$ cat config.mk
export PLATFORM = sky130hd
export DESIGN_NAME = pulse_timer
export DESIGN_NICKNAME = d
export VERILOG_FILES = /design/src/rtl/pt_pkg.sv /design/src/rtl/pt_count.sv /design/src/rtl/pt_ctrl.sv /design/src/rtl/pulse_timer.sv
export SDC_FILE = /design/constraint.sdc
export NUM_CORES = 1
export LEC_CHECK = 0
export BUFFER_PORTS_ARGS = -buffer_cell sky130_fd_sc_hd__buf_4
export CORE_UTILIZATION = 45
export CTS_CLUSTER_DIAMETER = 120
export CTS_CLUSTER_SIZE = 25
export DETAILED_ROUTE_END_ITERATION = 10
export PLACE_DENSITY_LB_ADDON = 0.2
export SETUP_SLACK_MARGIN = 0.4
export SLEW_MARGIN = 20
export SYNTH_ARGS = -nofsm -noshare
export SYNTH_HDL_FRONTEND = slang
export SYNTH_SLANG_ARGS = --single-unit
$ cat constraint.sdc
create_clock -name clk -period 2.8 [get_ports clk]
set_input_delay 0.7 -clock clk [delete_from_list [all_inputs] [get_ports clk]]
set_output_delay 0.7 -clock clk [all_outputs]
set_load 0.01 [all_outputs]
$ cat src/rtl/pt_pkg.sv
package pt_pkg;
    typedef enum logic [1:0] {
        MODE_ONE   = 2'b00,
        MODE_DELAY = 2'b01,
        MODE_CONT  = 2'b10,
        MODE_NONE  = 2'b11
    } pt_mode_e;

    typedef enum logic [2:0] {
        ST_IDLE,
        ST_ARM,
        ST_DELAY,
        ST_WIDTH,
        ST_CONT
    } pt_state_e;
endpackage

$ cat src/rtl/pt_count.sv
module pt_count #(
    parameter int W = 16
) (
    input  logic         clk,
    input  logic         rst_n,
    input  logic         cnt_wr,
    input  logic [W-1:0] cnt_wdata,
    input  logic         rld_wr,
    input  logic [W-1:0] rld_wdata,
    input  logic         ld,
    input  logic         dec,
    output logic         zero
);
    localparam logic [W-1:0] ONE = W'(1);

    logic [W-1:0] cnt_q;
    logic [W-1:0] rld_q;

    always_ff @(posedge clk or negedge rst_n) begin
        if (!rst_n) begin
            cnt_q <= '0;
            rld_q <= '0;
        end else begin
            if (rld_wr)
                rld_q <= rld_wdata;
            if (cnt_wr)
                cnt_q <= cnt_wdata;
            else if (ld)
                cnt_q <= rld_q;
            else if (dec)
                cnt_q <= cnt_q - ONE;
        end
    end

    assign zero = (cnt_q == '0);

    // a reload copies the reload register value that held before the edge
    assert_load_reload_R9: assert property (@(posedge clk) disable iff (!rst_n)
        (ld && !cnt_wr) |=> (cnt_q == $past(rld_q)));

    // a decrement lowers the counter by exactly one
    assert_dec_step_R10: assert property (@(posedge clk) disable iff (!rst_n)
        (dec && !cnt_wr) |=> (cnt_q == $past(cnt_q) - ONE));
endmodule

$ cat src/rtl/pt_ctrl.sv
module pt_ctrl
    import pt_pkg::*;
(
    input  logic       clk,
    input  logic       rst_n,
    input  logic       tick,
    input  logic       en,
    input  logic       ext_start,
    input  logic [1:0] mode,
    input  logic       zero,
    output logic       ld,
    output logic       dec,
    output logic       wave,
    output logic       irq,
    output logic       running
);
    pt_state_e st_q, st_d;
    pt_mode_e  mode_e;
    logic en_q, wave_q, irq_q;
    logic start_req, stop, act, counting, uf, arm_hit;

    assign mode_e    = pt_mode_e'(mode);
    assign start_req = (en & ~en_q) | ext_start;
    assign stop      = ~en & en_q;
    assign act       = tick & ~stop;
    assign counting  = (st_q == ST_DELAY) || (st_q == ST_WIDTH) || (st_q == ST_CONT);
    assign uf        = act & zero & counting;
    assign arm_hit   = act & (st_q == ST_ARM);
    assign ld        = arm_hit | (uf & (st_q != ST_WIDTH));
    assign dec       = act & ~zero & counting;

    always_comb begin
        st_d = st_q;
        unique case (st_q)
            ST_IDLE: begin
                if (start_req && !stop) begin
                    unique case (mode_e)
                        MODE_ONE:   st_d = ST_ARM;
                        MODE_DELAY: st_d = ST_DELAY;
                        MODE_CONT:  st_d = ST_CONT;
                        MODE_NONE:  st_d = ST_IDLE;
                        default:    st_d = ST_IDLE;
                    endcase
                end
            end
            ST_ARM:   if (stop) st_d = ST_IDLE; else if (arm_hit) st_d = ST_WIDTH;
            ST_DELAY: if (stop) st_d = ST_IDLE; else if (uf) st_d = ST_WIDTH;
            ST_WIDTH: if (stop || uf) st_d = ST_IDLE;
            ST_CONT:  if (stop) st_d = ST_IDLE;
            default:  st_d = ST_IDLE;
        endcase
    end

    always_ff @(posedge clk or negedge rst_n) begin
        if (!rst_n) begin
            st_q <= ST_IDLE;
            en_q <= 1'b0;
        end else begin
            st_q <= st_d;
            en_q <= en;
        end
    end

    always_ff @(posedge clk or negedge rst_n) begin
        if (!rst_n) begin
            wave_q <= 1'b0;
            irq_q  <= 1'b0;
        end else begin
            wave_q <= wave_q ^ (arm_hit | uf);
            irq_q  <= uf;
        end
    end

    assign wave    = wave_q;
    assign irq     = irq_q;
    assign running = (st_q != ST_IDLE);

    // every interrupt stems from a count-clock tick one cycle earlier
    assert_irq_on_tick_R6: assert property (@(posedge clk) disable iff (!rst_n)
        irq |-> $past(tick));

    // a stopped channel raises no interrupt on the following cycle
    assert_idle_quiet_R6: assert property (@(posedge clk) disable iff (!rst_n)
        !running |=> !irq);

    // the output moves only on an underflow or on the single-shot start load
    assert_wave_cause_R2: assert property (@(posedge clk) disable iff (!rst_n)
        !$stable(wave) |-> (irq || $past(st_q == ST_ARM)));

    // clearing the enable ends the run on the next cycle
    assert_stop_now_R8: assert property (@(posedge clk) disable iff (!rst_n)
        $fell(en) |=> !running);
endmodule

$ cat src/rtl/pulse_timer.sv
module pulse_timer #(
    parameter int W = 16
) (
    input  logic         clk,
    input  logic         rst_n,
    input  logic         tick,
    input  logic         cnt_wr,
    input  logic [W-1:0] cnt_wdata,
    input  logic         rld_wr,
    input  logic [W-1:0] rld_wdata,
    input  logic [1:0]   mode,
    input  logic         en,
    input  logic         ext_start,
    output logic         wave,
    output logic         running,
    output logic         irq
);
    logic ld, dec, zero;

    pt_ctrl u_ctrl (
        .clk       (clk),
        .rst_n     (rst_n),
        .tick      (tick),
        .en        (en),
        .ext_start (ext_start),
        .mode      (mode),
        .zero      (zero),
        .ld        (ld),
        .dec       (dec),
        .wave      (wave),
        .irq       (irq),
        .running   (running)
    );

    pt_count #(.W(W)) u_count (
        .clk       (clk),
        .rst_n     (rst_n),
        .cnt_wr    (cnt_wr),
        .cnt_wdata (cnt_wdata),
        .rld_wr    (rld_wr),
        .rld_wdata (rld_wdata),
        .ld        (ld),
        .dec       (dec),
        .zero      (zero)
    );
endmodule

Word-level counts from Yosys, hierarchy flattened --
Index checks and enable logic that the tools add are counted.
Storage, ports and cells: bits of input ports 41, output and inout bits 3, register bits after elaboration 38
Operators by class: mux-type cells 12, bitwise gates (word level) 17, $add $sub $neg 1, equal/unequal tests 13, reduce and logical (&&, ||, !) cells 11
Operators by type and width (count):
- $mux W16 | 3
- $mux W3 | 7
- $logic_not A16 Y1 | 1
- $sub A16 B1 Y16 const B | 1
- $pmux W3 S5 | 1
- $pmux W3 S4 | 1
- $and A1 B1 Y1 | 9
- $eq A3 B2 Y1 const B | 2
- $ne A3 B1 Y1 const B | 2
- $reduce_bool A3 Y1 | 2
- $reduce_and A5 Y1 | 1
- $eq A2 B2 Y1 const B | 2
- $ne A2 B1 Y1 const B | 2
- $not A1 Y1 | 4
- $eq A3 B1 Y1 const B | 1
- $eq A3 B3 Y1 const B | 1
- $logic_not A3 Y1 | 1
- $logic_or A1 B1 Y1 | 3
- $ne A3 B2 Y1 const B | 1
- $or A1 B1 Y1 | 3
- $eq A2 B1 Y1 const B | 1
- $logic_not A2 Y1 | 1
- $ne A2 B2 Y1 const B | 1
- $logic_and A1 B1 Y1 | 1
- other kinds (2) | 2

Longest topological paths before layout --
Gate-level depths: netlist of the first run.
word-level depth 10, depth in mapped cells 9, depth with buffers taken out 7

By module --
A second synthesis of the first run with hierarchy kept.
Second synthesis, totals: cell total of the unflattened synthesis 216, area, all modules 2124.5 sq um
Modules (own cells, without submodules):
- pt_count | instances 1, sequential area each 800.8 sq um, cells an instance 168, area an instance 1710.4 sq um
- pt_ctrl | instances 1, sequential area each 150.1 sq um, cells an instance 48, area an instance 414.1 sq um

Least setup slack after synthesis of the first run --
No wires, ideal clock.
kind input to register, start input port en, end register u_count.cnt_q[11], setup time 0.131 ns, required time 2.669 ns, arrival 1.973 ns, path buffers 1, stages on the path 6, path slack 0.696 ns, cells stage by stage or2b_2 clkbuf_1 o211ai_2 o41a_1 a311oi_1 o21ai_0
On the way: longest elaborated chain between the ends 10
Ends and longest elaborated chain:
- start, declared | line pulse_timer.sv:12 | input logic en,
- $not A1 Y1 * | line pt_ctrl.sv:24 | assign stop = ~en & en_q;
- $and A1 B1 Y1 * | line pt_ctrl.sv:24
- $not A1 Y1 * | line pt_ctrl.sv:25 | assign act = tick & ~stop;
- $and A1 B1 Y1 * | line pt_ctrl.sv:25
- $and A1 B1 Y1 (2 in series) | line pt_ctrl.sv:27 | assign uf = act & zero & counting;
- $and A1 B1 Y1 | line pt_ctrl.sv:29 | assign ld = arm_hit | (uf & (st_q != ST_WIDTH));
- $or A1 B1 Y1 | line pt_ctrl.sv:29
- $mux W16 | line pt_count.sv:28 | else if (ld)
- $mux W16 | line pt_count.sv:26 | if (cnt_wr)
- end signal, assigned | line pt_count.sv:27 | cnt_q <= cnt_wdata;
- end signal, assigned | line pt_count.sv:29 | cnt_q <= rld_q;
- end signal, assigned | line pt_count.sv:31 | cnt_q <= cnt_q - ONE;
- end, declared | line pt_count.sv:16 | logic [W-1:0] cnt_q;
Mark *: on every way between the ends. The rest lies on a longest branch, timed or not. A chain may end at the register's enable or synchronous reset.

Worst setup path after layout of the first run --
start register u_count.cnt_q[0], end register u_count.cnt_q[7]
On the way: longest elaborated chain between the ends 7
Ends and longest elaborated chain:
- parallel branches: the longest is 7 deep, another holds $sub A16 B1 Y16
Parallel ways; which one is timed is not known. The select of a mux whose other input is x is not followed.

==> run metrics, run 1 <==
Total Negative Setup Slacks 0 ps; clk slew on worst S/H paths 70 ps; leakage 0.00113 uW; prevailing post-synth register cell dfrtp_1; WL met2 2340 um; number of synthesized flops with an enable pin 0; Buffers on Ports 43; # IOs 44; DRT Wirelength 5010 um; CP top delay family simple AND/OR/NAND/NOR gates; CTS Buf Count 5; Post-synth top cells dfrtp_1, nand2_1, o21ai_0; Synth area leader dfrtp_1; Worst-Skew Late Latency 290 ps; via count 1932; area of the multi-input gates 1210 um^2; synth unique cells 60; Area Growth Syn to Fin 20.1%; max-cap violations 0; CP endpoint kind flop; drt via density 5.77; Final min period 2260 ps; Synth Instances 227; top-count cell post-synth dfrtp_1; total gr overflow 0; vias in the first global route 1843; max layer used met4; syn_nets 270; WL met1 2400 um; share of layout cells above drive strength 1 31.7%; critical path peak fanout 7; die width 72.7 um; fin util 56.8%; initial core utilization 47.3%; initial DRC count 121; global-route wire length before repair 8510 um; slowest stage delay, CP 430 ps; number of H-tree levels 2; GRT Total Usage 20.9%; nets@finish 312; mapped cell area 2250 um^2; Seq/Total Area, Yosys 42.3%; HPWL Detailed 3550 um; TritonCTS clock tree built; status complete, no violations; WL/cell 15.0 um; Fmax 442 MHz; fillers 451; Area contributors post-synth dfrtp_1, mux2_2, o21ai_0; Async S/R FF share, synth 100%; Arr. time, crit path 2470 ps; GP Congestion 0.857; VDD IR max 0.000324 V; Critical Path RT 3000 ps; RSZ-0062 raised after global routing no; Setup violations, final 0; Max clock buf depth 2; measured slew at the worst slew-check pin 597 ps; Pwr Density 653 nW/um^2; DRT Pass-1 Iters 4; core area 4750 um^2; final count of hold timing violations 0; Slowest cell on crit path dfrtp_1; CP Cell Sequence inv_1 > ha_1 > nor3b_2 > a41oi_2 > or2_0 > buf_4 > a32o_1 > o31ai_2; largest net degree at the start of global routing 39; clk sinks 38; CP startpoint kind flop; min-delay worst type in2async; metal3 WL 206 um; Syn Area/Cell 9.90 um^2; drt drc 0; Die H 72.7 um; register area 951 um^2; critical path type reg2reg; Yosys top cell area share 42.3%; Rel. slew slack 59.9%; Slew Limit Fails 0; final period utilization 80.9%; initial antenna violation count 0; Hold-fix buffers, CTS 0; Synthesis Warnings 0; Antenna Cells 0; CP bufs+invs 2; # rows 25; Total Die Area 5280 um^2; Root Driver clkbuf_8; register bit total from synthesis 38; ANT nets after route 0; final setup skew 3.66 ps
-- cells by family (layout without fill, tap and decap cells) --
logic type                 count (synthesis)  in the layout  share of synthesized area (%)
xor gates and xnor gates                   9              9                           3.51
and+or+nand+nor                           73             73                           18.6
AOI/OAI and AO/OA                         69             69                           21.8
DFF                                       38             38                           42.3
buffers and inverters                     19             60                           4.28
adders and majority gates                  2              2                           1.11
muxes                                     17             17                           8.46
-- per-stage QoR --
step                      std cells  power (uW)  hold slack, ps  area (um^2)  worst slack, ps
final                           335        1760             367         2700              536
after global routing            335        1880             404         2700              382
after CTS                       335        1770             387         2690              590
after detailed placement        329        1390             471         2610              512
after global placement          329        1380             462         2610              563
after floorplan                 227        1210             404         2250              696
-- worst reg2reg max path, cell delays in order (launching register included) --
cell,delay (ps)
dfrtp_1,430
inv_1,120
ha_1,140
nor3b_2,370
a41oi_2,250
or2_0,310
buf_4,180
a32o_1,220
o31ai_2,160
-- final timing paths --
kind | start | endpoint | slack (ps) | cells past startpoint
max | u_count.cnt_q[0] | u_count.cnt_q[7] | 540 | 8
min | rst_n | u_ctrl.st_q[0] | 370 | 1
max reg2reg | u_count.cnt_q[0] | u_count.cnt_q[7] | 540 | 8
min reg2reg | u_ctrl.wave | u_ctrl.wave | 480 | 1
max in group asynchronous | rst_n | u_count.cnt_q[8] | 2090 | 1
min in group clk | u_ctrl.wave | u_ctrl.wave | 480 | 1
-- sequential cells by signal, summed over array words and instances, names as in the netlist --
| signal | flops |
|---|---|
| u_count.cnt_q | 16 |
| u_count.rld_q | 16 |
| u_ctrl.en_q | 1 |
| u_ctrl.irq | 1 |
| u_ctrl.st_q | 3 |
| u_ctrl.wave | 1 |
-- what timing repair did --
| action | in CTS | in global routing |
|---|---|---|
| gates resized for setup | 0 | 2 |
| setup buffers | 0 | 0 |
| endpoints found under the setup margin | 0 | 1 |
-- per-layer routing --
| metal | GRT usage (%) | vias up |
|---|---|---|
| met2 | 33.7 | 51 |
| li1 | - | 938 |
| met1 | 27.7 | 938 |
| met3 | 5.11 | 5 |
| met4 | 6.32 | 0 |
| met5 | 0 | - |
-- power by group --
part	leakage (uW)	total [uW]	internal (uW)	switching [uW]
Sequential	0.000450	804	647	156
Combinational	0.000637	591	286	305
Clock	0.0000431	368	190	179
-- final cells by class --
| class | instances | share of cell area, % |
|---|---|---|
| tap | 67 | 3.10 |
| inverter | 8 | 1.11 |
| sequential | 38 | 35.2 |
| multi-input combinational | 170 | 44.7 |
| clock buffer | 6 | 3.06 |
| timing repair buffer | 46 | 12.8 |
-- layout by cell type (no fill, tap or decap), types with 8 or more instances in the layout --
cell	count
dfrtp_1	38
buf_4	46
a21oi_1	12
nor2_1	16
o21ai_0	17
nand2_1	17
o22ai_1	9
mux2_2	16
nor3_1	10
inv_1	8
(Power assumes the default switching activity.)
==> run 2: changes to the inputs <==
--- a/config.mk
+++ b/config.mk
@@ -5,6 +5,7 @@
 export SDC_FILE = /design/constraint.sdc
 export NUM_CORES = 1
 export LEC_CHECK = 0
+export ABC_AREA = 1
 export BUFFER_PORTS_ARGS = -buffer_cell sky130_fd_sc_hd__buf_4
 export CORE_UTILIZATION = 45
 export CTS_CLUSTER_DIAMETER = 120
==> constraint.sdc (replaced) <==
create_clock -name clk -period 2.3 [get_ports clk]
set_input_delay 0.575 -clock clk [delete_from_list [all_inputs] [get_ports clk]]
set_output_delay 0.575 -clock clk [all_outputs]
set_load 0.01 [all_outputs]
==> run metrics, run 2 <==
# rows 26 (was 25); CP Cell Sequence inv_2 > ha_4 > inv_2 > nor2_4 > nand2_2 > nor2_4 > nand2_2 > o21bai_4 > buf_12 > nand2_8 > nand2_8 > inv_12 > nor2_2 > nand2_1 > nand2_1 (was inv_1 > ha_1 > nor3b_2 > a41oi_2 > or2_0 > buf_4 > a32o_1 > o31ai_2); max-cap violations 0 (unchanged); critical path type reg2reg (unchanged); reg2reg setup slack 420 ps (was 540 ps); Post-Synth Adder-Cell Area 1.01% (was 1.11%); DRT Wirelength 6310 um (was 5010 um); Pwr Density 967 nW/um^2 (was 653 nW/um^2); Buffers on Ports 43 (unchanged); vias in the first global route 2358 (was 1843); number of H-tree levels 2 (unchanged); GRT Total Usage 22.5% (was 20.9%); Async S/R FF share, synth 100% (unchanged); total power 3140 uW (was 1760 uW); Total Negative Setup Slacks 0 ps (unchanged); Arr. time, crit path 2110 ps (was 2470 ps); highest-count cells in the layout ignoring fill and taps nand2_1, buf_4, inv_1 (was buf_4, dfrtp_1, nand2_1, o21ai_0); Hold WS 243 ps (was 367 ps); number of synthesized flops with an enable pin 0 (unchanged); total gr overflow 0 (unchanged); Fmax 532 MHz (was 442 MHz); fin util 62.3% (was 56.8%); drt drc 0 (unchanged); # IOs 44 (unchanged); Final min period 1880 ps (was 2260 ps); Die H 76.4 um (was 72.7 um); drt via density 4.98 (was 5.77); core area 5200 um^2 (was 4750 um^2); share of layout cells above drive strength 1 27.5% (was 31.7%); Antenna Cells 0 (unchanged); Regs by FF count u_count.cnt_q x16, u_count.rld_q x16, u_ctrl.st_q x3 (unchanged); Rel. slew slack 67.6% (was 59.9%); Synth Instances 357 (was 227); DRT Pass-1 Iters 4 (unchanged); syn_nets 400 (was 270); commonest non-fill, non-tap cell in the layout nand2_1 (was buf_4); Slowest cell on crit path dfrtp_1 (unchanged); min-delay worst type in2async (unchanged); Syn Area/Cell 6.97 um^2 (was 9.90 um^2); HPWL Detailed 4110 um (was 3550 um); Post-Synth Simple-Gate Area 35.9% (was 18.6%); Synthesis Warnings 0 (unchanged); Psw 1310 uW (was 640 uW); Seq pwr share 34.4% (was 45.6%); Yosys top cell area share 38.2% (was 42.3%); mapped cell area 2490 um^2 (was 2250 um^2); Pint 1820 uW (was 1120 uW); die width 76.4 um (was 72.7 um); final count of hold timing violations 0 (unchanged); Area Growth Syn to Fin 30.3% (was 20.1%); area fraction in compound gates after synthesis 8.69% (was 21.8%); Critical Path RT 2530 ps (was 3000 ps); Post-synth top cells nand2_1, inv_1, nand3_1 (was dfrtp_1, nand2_1, o21ai_0); Hold-fix buffers, CTS 0 (unchanged); final period utilization 81.7% (was 80.9%); clock share of power 17.9% (was 20.9%); Synth Area in XOR/XNOR 2.81% (was 3.51%); initial DRC count 121 (unchanged); global-route wire length before repair 10500 um (was 8510 um); Max clock buf depth 2 (unchanged); WL/cell 12.9 um (was 15.0 um); Switching Share 41.9% (was 36.3%); leakage 0.00165 uW (was 0.00113 uW); Synth area leader dfrtp_1 (unchanged); Slew Limit Fails 0 (unchanged); Total Die Area 5830 um^2 (was 5280 um^2); VDD IR max 0.000516 V (was 0.000324 V); largest net degree at the start of global routing 39 (unchanged); register bit total from synthesis 38 (unchanged); CP startpoint kind flop (unchanged); final worst slack 420 ps (was 536 ps); CP endpoint kind flop (unchanged); synth unique cells 29 (was 60); RSZ-0062 raised after global routing yes (was no); Setup violations, final 0 (unchanged); CP top delay family simple AND/OR/NAND/NOR gates (unchanged); Root Driver clkbuf_8 (unchanged); critical path peak fanout 8 (was 7); measured slew at the worst slew-check pin 485 ps (was 597 ps); Area contributors post-synth dfrtp_1, nand2_1, nand3_1 (was dfrtp_1, mux2_2, o21ai_0); main combinational cell family by area after synthesis simple AND/OR/NAND/NOR gates (was compound AO/OA/AOI/OAI gates); final setup skew 4.23 ps (was 3.66 ps); initial antenna violation count 0 (unchanged); status complete, no violations (unchanged); TritonCTS clock tree built (unchanged); prevailing post-synth register cell dfrtp_1 (unchanged); Worst-Skew Late Latency 290 ps (about the same); clk sinks 38 (unchanged); Seq/Total Area, Yosys 38.2% (was 42.3%); ANT nets after route 0 (unchanged); Comb pwr share 47.7% (was 33.5%); clk slew on worst S/H paths 70 ps (about the same); GP Congestion 0.871 (was 0.857); initial core utilization 47.8% (was 47.3%); slowest stage delay, CP 390 ps (was 430 ps); via count 2431 (was 1932); nets@finish 460 (was 312); CTS Buf Count 5 (unchanged); top-count cell post-synth nand2_1 (was dfrtp_1); CP bufs+invs 4 (was 2); worst slack, placed 182 ps (was 512 ps); mux share of post-synthesis cell area 3.17% (was 8.46%)
==> run 2: changes by cell type after synthesis, sizes merged, moves of 8 or more <==
cell,change
nor3,-8
mux2,-9
o22ai,-9
a21oi,+8
nand2,+84
nand3,+38
nor2,+32
inv,+42
==> run 2: area by class of cell <==
cell class	instances	area [um^2]
clock buffer	5	68.8
inverter	50	200
timing repair buffer	60	493
multi-input combinational	261	1390
sequential	38	953
fill	482	1960
timing repair inverter	1	8.76
tap	70	87.6
clock inverter	3	40.0
==> run 2: cell families after synthesis <==
logic type      Yosys count
flops                    38
mux                       7
fa+ha+maj                 2
simple gates            202
xor+xnor                  8
compound gates           39
buf+inv                  61
==> run 2: power groups by stage <==
| stage | registers, uW | logic [uW] | clock network [uW] |
|---|---|---|---|
| 6_report | 1080 | 1500 | 560 |
| 5_1_grt | 1110 | 1680 | 602 |
| 4_1_cts | 1050 | 1340 | 573 |
| 3_5_place_dp | 1060 | 1180 | 0 |
| 3_3_place_gp | 1060 | 1160 | 0 |
| 2_1_floorplan | 1010 | 909 | 0 |
==> run 2: worst paths after layout <==
kind,from,endpoint,depth (start not counted)
setup / recovery,u_count.cnt_q[1],u_count.cnt_q[5],15
hold / removal,rst_n,u_count.rld_q[1],1
setup reg to reg,u_count.cnt_q[1],u_count.cnt_q[5],15
hold reg to reg,u_ctrl.wave,u_ctrl.wave,1
max in group asynchronous,rst_n,u_count.cnt_q[2],1
min in group clk,en,u_ctrl.en_q,1
==> run 2: what timing repair did <==
action | CTS | global route
setup buffers | 7 | 5
pin swaps | 5 | 8
gates cloned | 3 | 2
gates resized for setup | 15 | 15
setup endpoints to repair | 16 | 17
==> run 2: layer usage <==
metal,part of all wire [%],vias up,GRT usage (%)
met5,0,-,0
met4,1.3,0,7.12
met3,4.2,7,3.11
met2,49,65,37.9
met1,46,1120,30.0
li1,-,1239,-
==> run 2: metrics by stage <==
| stage | instance area, um^2 | instances |
|---|---|---|
| floorplan | 2490 | 357 |
| global placement | 2870 | 463 |
| detailed placement | 2870 | 463 |
| CTS | 3130 | 481 |
| global route | 3240 | 488 |
| finish | 3240 | 488 |
